[config.mk]
export PLATFORM = sky130hd
export DESIGN_NAME = lut_logic_cell
export DESIGN_NICKNAME = d
export VERILOG_FILES = /design/src/rtl/lut_cell_pkg.sv /design/src/rtl/lut_cfg_loader.sv /design/src/rtl/lut_eval_core.sv /design/src/rtl/lut_out_stage.sv /design/src/rtl/lut_logic_cell.sv
export SDC_FILE = /design/constraint.sdc
export NUM_CORES = 1
export LEC_CHECK = 0
export ABC_AREA = 1
export BUFFER_PORTS_ARGS = -buffer_cell sky130_fd_sc_hd__buf_2
export CORE_UTILIZATION = 45
export CTS_BUF_LIST = sky130_fd_sc_hd__clkbuf_4 sky130_fd_sc_hd__clkbuf_8
export CTS_CLUSTER_SIZE = 8
export DETAILED_ROUTE_END_ITERATION = 7
export PLACE_DENSITY_LB_ADDON = 0.3
export REMOVE_ABC_BUFFERS = 1
export SYNTH_ARGS = -nofsm -noshare
export SYNTH_HDL_FRONTEND = slang
export SYNTH_SLANG_ARGS = --single-unit
[constraint.sdc]
create_clock -name clk -period 3.31 [get_ports clk]
set_input_delay 0.1655 -clock clk [delete_from_list [all_inputs] [get_ports clk]]
set_output_delay 0.1655 -clock clk [all_outputs]
set_load 0.03 [all_outputs]
[src/rtl/lut_cell_pkg.sv]
package lut_cell_pkg;

  typedef enum logic {
    MODE_WHOLE = 1'b0,
    MODE_SPLIT = 1'b1
  } lut_mode_e;

  typedef enum logic {
    SRC_COMB = 1'b0,
    SRC_FLOP = 1'b1
  } out_src_e;

  localparam int unsigned NUM_OUT = 2;
  localparam int unsigned OUT_F   = 0;
  localparam int unsigned OUT_G   = 1;

endpackage

[src/rtl/lut_cfg_loader.sv]
module lut_cfg_loader #(
  parameter int unsigned IN_W = 4
) (
  input  logic                          clk,
  input  logic                          rst,
  input  logic                          cfg_wr,
  input  logic                          cfg_par,
  input  logic [(1<<IN_W)+2:0]          cfg_pdata,
  input  logic                          cfg_sdata,
  output logic [(1<<IN_W)-1:0]          tbl,
  output lut_cell_pkg::lut_mode_e       mode,
  output logic [lut_cell_pkg::NUM_OUT-1:0] src_sel
);
  import lut_cell_pkg::*;

  localparam int unsigned TBL_BITS = 1 << IN_W;
  localparam int unsigned CFG_W    = TBL_BITS + 3;
  localparam int unsigned CNT_W    = $clog2(CFG_W);
  localparam int unsigned MODE_BIT = TBL_BITS;
  localparam int unsigned SRC_LSB  = TBL_BITS + 1;

  logic [CFG_W-1:0] active_q;
  logic [CFG_W-1:0] shadow_q;
  logic [CNT_W-1:0] cnt_q;

  // Decoded write events, brought out as named wires for the checks
  logic             par_wr;
  logic             ser_wr;
  logic             ser_last;
  logic [CFG_W-1:0] shadow_nxt;

  assign par_wr     = cfg_wr & cfg_par;
  assign ser_wr     = cfg_wr & ~cfg_par;
  assign ser_last   = ser_wr && (cnt_q == CNT_W'(CFG_W - 1));
  assign shadow_nxt = {cfg_sdata, shadow_q[CFG_W-1:1]};

  always_ff @(posedge clk) begin
    if (rst) begin
      active_q <= '0;
      shadow_q <= '0;
      cnt_q    <= '0;
    end else if (par_wr) begin
      active_q <= cfg_pdata;
      cnt_q    <= '0;
    end else if (ser_wr) begin
      shadow_q <= shadow_nxt;
      if (ser_last) begin
        active_q <= shadow_nxt;
        cnt_q    <= '0;
      end else begin
        cnt_q <= cnt_q + CNT_W'(1);
      end
    end
  end

  assign tbl     = active_q[TBL_BITS-1:0];
  assign mode    = lut_mode_e'(active_q[MODE_BIT]);
  assign src_sel = active_q[SRC_LSB +: NUM_OUT];

  p_cnt_range_r5: assert property (@(posedge clk) disable iff (rst)
    cnt_q <= CNT_W'(CFG_W - 1));

  p_partial_hold_r5: assert property (@(posedge clk) disable iff (rst)
    (ser_wr && !ser_last) |=> $stable(active_q));

  p_serial_done_r5: assert property (@(posedge clk) disable iff (rst)
    ser_last |=> (cnt_q == '0));

  p_par_load_r4: assert property (@(posedge clk) disable iff (rst)
    par_wr |=> (active_q == $past(cfg_pdata)));

  p_cfg_hold_r7: assert property (@(posedge clk) disable iff (rst)
    !cfg_wr |=> $stable(active_q));

  p_cfg_clear_r6: assert property (@(posedge clk) disable iff (rst)
    $past(rst) |-> (active_q == '0 && cnt_q == '0));

endmodule

[src/rtl/lut_eval_core.sv]
module lut_eval_core #(
  parameter int unsigned IN_W = 4
) (
  input  logic [(1<<IN_W)-1:0]             tbl,
  input  lut_cell_pkg::lut_mode_e          mode,
  input  logic [IN_W-1:0]                  din,
  output logic [lut_cell_pkg::NUM_OUT-1:0] fn
);
  import lut_cell_pkg::*;

  localparam int unsigned TBL_BITS = 1 << IN_W;
  localparam int unsigned HALF_W   = IN_W - 1;

  // Full-width lookup of one table bit
  function automatic logic pick_bit(input logic [TBL_BITS-1:0] t,
                                    input logic [IN_W-1:0] idx);
    return t[idx];
  endfunction

  // Index into one half of the table: the top index bit chooses the half
  function automatic logic [IN_W-1:0] half_index(input logic upper,
                                                 input logic [HALF_W-1:0] low);
    return {upper, low};
  endfunction

  logic whole_val;
  logic low_val;
  logic high_val;

  assign whole_val = pick_bit(tbl, din);
  assign low_val   = pick_bit(tbl, half_index(1'b0, din[HALF_W-1:0]));
  assign high_val  = pick_bit(tbl, half_index(1'b1, din[HALF_W-1:0]));

  always_comb begin
    if (mode == MODE_SPLIT) begin
      fn[OUT_F] = low_val;
      fn[OUT_G] = high_val;
    end else begin
      fn[OUT_F] = whole_val;
      fn[OUT_G] = whole_val;
    end
  end

endmodule

[src/rtl/lut_out_stage.sv]
module lut_out_stage #(
  parameter int unsigned LANES = 2
) (
  input  logic             clk,
  input  logic             rst,
  input  logic [LANES-1:0] fn,
  input  logic [LANES-1:0] src_sel,
  output logic [LANES-1:0] q_ff,
  output logic [LANES-1:0] out
);
  import lut_cell_pkg::*;

  for (genvar i = 0; i < LANES; i++) begin : g_lane
    always_ff @(posedge clk) begin
      if (rst) q_ff[i] <= 1'b0;
      else     q_ff[i] <= fn[i];
    end

    assign out[i] = (out_src_e'(src_sel[i]) == SRC_FLOP) ? q_ff[i] : fn[i];

    p_flop_clear_r6: assert property (@(posedge clk) disable iff (rst)
      $past(rst) |-> (q_ff[i] == 1'b0));
  end

endmodule

[src/rtl/lut_logic_cell.sv]
module lut_logic_cell #(
  parameter int unsigned IN_W = 4
) (
  input  logic                   clk,
  input  logic                   rst,
  input  logic [IN_W-1:0]        din,
  input  logic                   cfg_wr,
  input  logic                   cfg_par,
  input  logic [(1<<IN_W)+2:0]   cfg_pdata,
  input  logic                   cfg_sdata,
  output logic                   f_out,
  output logic                   g_out
);
  import lut_cell_pkg::*;

  localparam int unsigned TBL_BITS = 1 << IN_W;
  localparam int unsigned HALF_W   = IN_W - 1;

  logic [TBL_BITS-1:0] tbl;
  lut_mode_e           mode;
  logic [NUM_OUT-1:0]  src_sel;
  logic [NUM_OUT-1:0]  fn;
  logic [NUM_OUT-1:0]  q_ff;
  logic [NUM_OUT-1:0]  outs;

  lut_cfg_loader #(.IN_W(IN_W)) u_cfg (
    .clk       (clk),
    .rst       (rst),
    .cfg_wr    (cfg_wr),
    .cfg_par   (cfg_par),
    .cfg_pdata (cfg_pdata),
    .cfg_sdata (cfg_sdata),
    .tbl       (tbl),
    .mode      (mode),
    .src_sel   (src_sel)
  );

  lut_eval_core #(.IN_W(IN_W)) u_core (
    .tbl  (tbl),
    .mode (mode),
    .din  (din),
    .fn   (fn)
  );

  lut_out_stage #(.LANES(NUM_OUT)) u_out (
    .clk     (clk),
    .rst     (rst),
    .fn      (fn),
    .src_sel (src_sel),
    .q_ff    (q_ff),
    .out     (outs)
  );

  assign f_out = outs[OUT_F];
  assign g_out = outs[OUT_G];

  p_whole_agree_r1: assert property (@(posedge clk) disable iff (rst)
    (mode == MODE_WHOLE && src_sel == '0) |-> (f_out == g_out));

  p_split_ignores_top_r2: assert property (@(posedge clk) disable iff (rst)
    (mode == MODE_SPLIT && $stable(mode) && src_sel[OUT_F] == 1'b0 &&
     $stable(src_sel) && $stable(tbl) && $stable(din[HALF_W-1:0]))
    |-> $stable(f_out));

  p_reg_f_r3: assert property (@(posedge clk) disable iff (rst)
    (src_sel[OUT_F] && !$past(rst)) |-> (f_out == $past(fn[OUT_F])));

  p_reg_g_r3: assert property (@(posedge clk) disable iff (rst)
    (src_sel[OUT_G] && !$past(rst)) |-> (g_out == $past(fn[OUT_G])));

endmodule

==> metrics.md <==
| Metric | Value |
|---|---|
| Status | completed |
| Compound-cell area share of the yosys netlist | 17.4% |
| Reg2reg setup slack | 1.74 ns |
| Clk Latency, worst-skew pair | 0.30 ns |
| Largest family of logic cells by synthesized area | simple AND/OR/NAND/NOR gates |
| Worst setup EP type | register |
| TNS Setup | 0 ns |
| Crit path to | u_cfg.active_q[10] |
| Syn Inst Count | 287 |
| Number of global-route vias before repair | 1676 |
| Post-route ant nets | 0 |
| Root Buffer Master | clkbuf_8 |
| RR Startpoint | u_cfg.cnt_q[0] |
| Post-synthesis adder-cell area fraction | 1.23% |
| # resized after CTS | 0 |
| Minimum clock period | 1.74 ns |
| RR Endpoint | u_cfg.active_q[10] |
| Global-route wire length before repair | 7390 microns |
| Simple logic cell fraction of the synthesized area | 28.3% |
| Skew final | 0.00816 ns |
| Synth Register Bits | 44 |
| Critical path class | in -> reg |
| Die area | 4790 sq um |
| TritonCTS Buffers | 5 |
| WL final | 4320 microns |
| Cell area after synthesis | 2030 sq um |
| Met2 usage | 30.5% |
| Synth cell types | 27 |
| XOR/XNOR Fraction of Synth Area | 0.431% |
| Hold Buf Count CTS | 0 |
| GR Util met3 | 5.52% |
| Antenna Cells | 0 |
| Vias | 1840 |
| Initial antenna violation count | 0 |
| Worst vdd ir | between 200 and 250 uV |
| Pin count of the biggest net entering global routing | 41 |
| LEAKAGE | around 0.001 uW |
| Met1 GRT Util | 23.9% |
| Area leader, netlist | dfxtp_1 |
| Max-cap violations | 0 |
| Die height | 69.2 microns |
| Synth area leaders | dfxtp_1, nand2_1, o21ai_0 |
| Initial Utilization | 46.7% |
| DP Area | approximately 2200 sq um |
| Smallest hold slack | ~0.046 ns |
| Total global routing track utilization | 19.2% |
| Core area | ~4400 sq um |
| Ports | 30 |
| Worst Path Required | 3.53 ns |
| IO buf count | 29 |
| Proportion of layout cells with a drive suffix above 1 | about 15% |
| CTS tree | built |
| Seq/Total Area, Yosys | about 43% |
| Post-route DRC | 0 |
| DRT iter0 DRCs | 81 |
| Clock Path Buffers | 2 |
| H-tree levels | 2 |
| Mapped Avg Cell Area | 7.08 sq um |
| Die width | 69.2 microns |
| CP startpoint | cfg_par |
| # clock sinks | 44 |
| Mux contribution to synthesized area | 0% |
| Startpoint Class | primary input |
| DP HPWL | ~2800 microns |
| Nets | roughly 340 |
| Pwr dens | 482 nW/um^2 |
| Cell area after layout | 2250 sq um |
| Pwr Total | 1080 uW |
| Final-report max-slew violation count | 0 |
| Initial DRT Pass Iterations | 4 |
| Slew margin rel. | 33.0% |
| GR peak layer | met2 |
| Area growth, synth to finish | 10.7% |
| Synth top area share | a little over two fifths |
| Wirelength per Cell | 12.0 microns |
| CP max FO | 38 |
| Post-CTS Setup Bufs | 0 |
| RD Place Congestion | 0.822 |
| Final setup viols | 0 |
| Final Hold Vio Count | 0 |
| Final Cycle Share | 52.6% |
| Worst slew pin tran | 1.00 ns |
| Worst EP arrival | 1.96 ns |
| Core Rows | 24 |
| Via-to-Cell Ratio | around 5 |
| Fmax | 574 MHz |
| Worst Hold Class | in -> reg |
| Ys Warns | 0 |
| GRT overflow | 0 |
| Worst-path clk slew | around 0.08 ns |
| RSZ-0062 raised after global routing | no |
| R2R depth | 7 |
[metal layers]
metal	routed length [microns]	share of wire, %
met5	0	0
met4	71	1.6
met3	215	5.0
met2	1910	44
met1	2120	49
[where the power goes]
| part | switching, uW | total (uW) | internal, uW |
|---|---|---|---|
| sequential | 18.8 | 580 | 561 |
| combinational | 92.3 | 144 | 51.6 |
| clock | 173 | 360 | 187 |
| total | 284 | 1080 | 799 |
[worst min path at each step]
stage	startpoint	end	cells after the start	slack, ns
after floorplan	rst	u_out.q_ff[0]	1	0.23
after global placement	rst	u_out.q_ff[0]	2	0.36
after detailed placement	rst	u_out.q_ff[1]	2	0.36
after CTS	rst	u_out.q_ff[1]	2	0.04
after global routing	rst	u_out.q_ff[1]	2	0.05
final	rst	u_out.q_ff[0]	2	0.05
[cell families (layout without fill, tap and decap cells)]
logic type	after synthesis	in the layout
and+or+nand+nor	135	135
DFF	44	44
adders and majority gates	2	2
xor gates and xnor gates	1	1
buffers and inverters	42	62
AOI/OAI and AO/OA	63	63
[synthesized netlist by cell type (all sizes together)]
cell type,n
and3,1
clkbuf,10
inv,23
nand2,56
nor3,1
o21ai,37
dfxtp,44
a21oi,5
ha,2
a31oi,19
buf,8
nand4,2
o31ai,1
clkinv,1
nor2,40
xor2,1
nand3,34
a211oi,1
or2,1
[sequential cells by signal, summed over array words and instances, names as in the netlist]
signal,count
u_cfg.active_q,19
u_cfg.cnt_q,5
u_out.q_ff,2
u_cfg.shadow_q,18
[critical path, stage by stage]
cell and delay [ns]:
buf_2 0.36, nand2_1 0.54, nand2_1 0.20, buf_4 0.34, o21ai_0 0.14, a31oi_1 0.20
[area by class of cell]
class                           instances  area (sq um)
Multi-Input combinational cell        201           962
Inverter                               24          90.1
Clock buffer                            8          97.6
Sequential cell                        44           881
Fill cell                             435          2110
Tap cell                               52          65.1
Timing Repair Buffer                   30           153
[layout by cell type (no fill, tap or decap)]
cell      netlist  final
nor3_1          1      1
xor2_1          1      1
dfxtp_1        44     44
nand4_1         1      1
nor2_4          1      1
buf_2           4     29
o21ai_2         1      1
nand2_1        56     56
nor2_1         39     39
ha_1            2      2
buf_4           2      1
clkinv_1        1      1
a31oi_2         1      1
nand4_2         1      1
a31oi_1        18     18
inv_1          21     21
clkbuf_4        0      2
or2_2           1      1
nand3_1        34     34
o31ai_1         1      1
a21oi_1         5      5
and3_1          1      1
inv_2           2      2
clkbuf_8        0      6
o21ai_0        36     36
a211oi_1        1      1
[stage by stage]
stage	util (%)	setup WS, ns	instances
finish	51.6	1.57	359
global route	51.6	1.33	359
CTS	51.6	1.58	359
detailed placement	49.4	1.29	351
global placement	49.4	1.33	351
floorplan	-	1.65	269
Note: power is estimated with default switching activity, not from simulation.
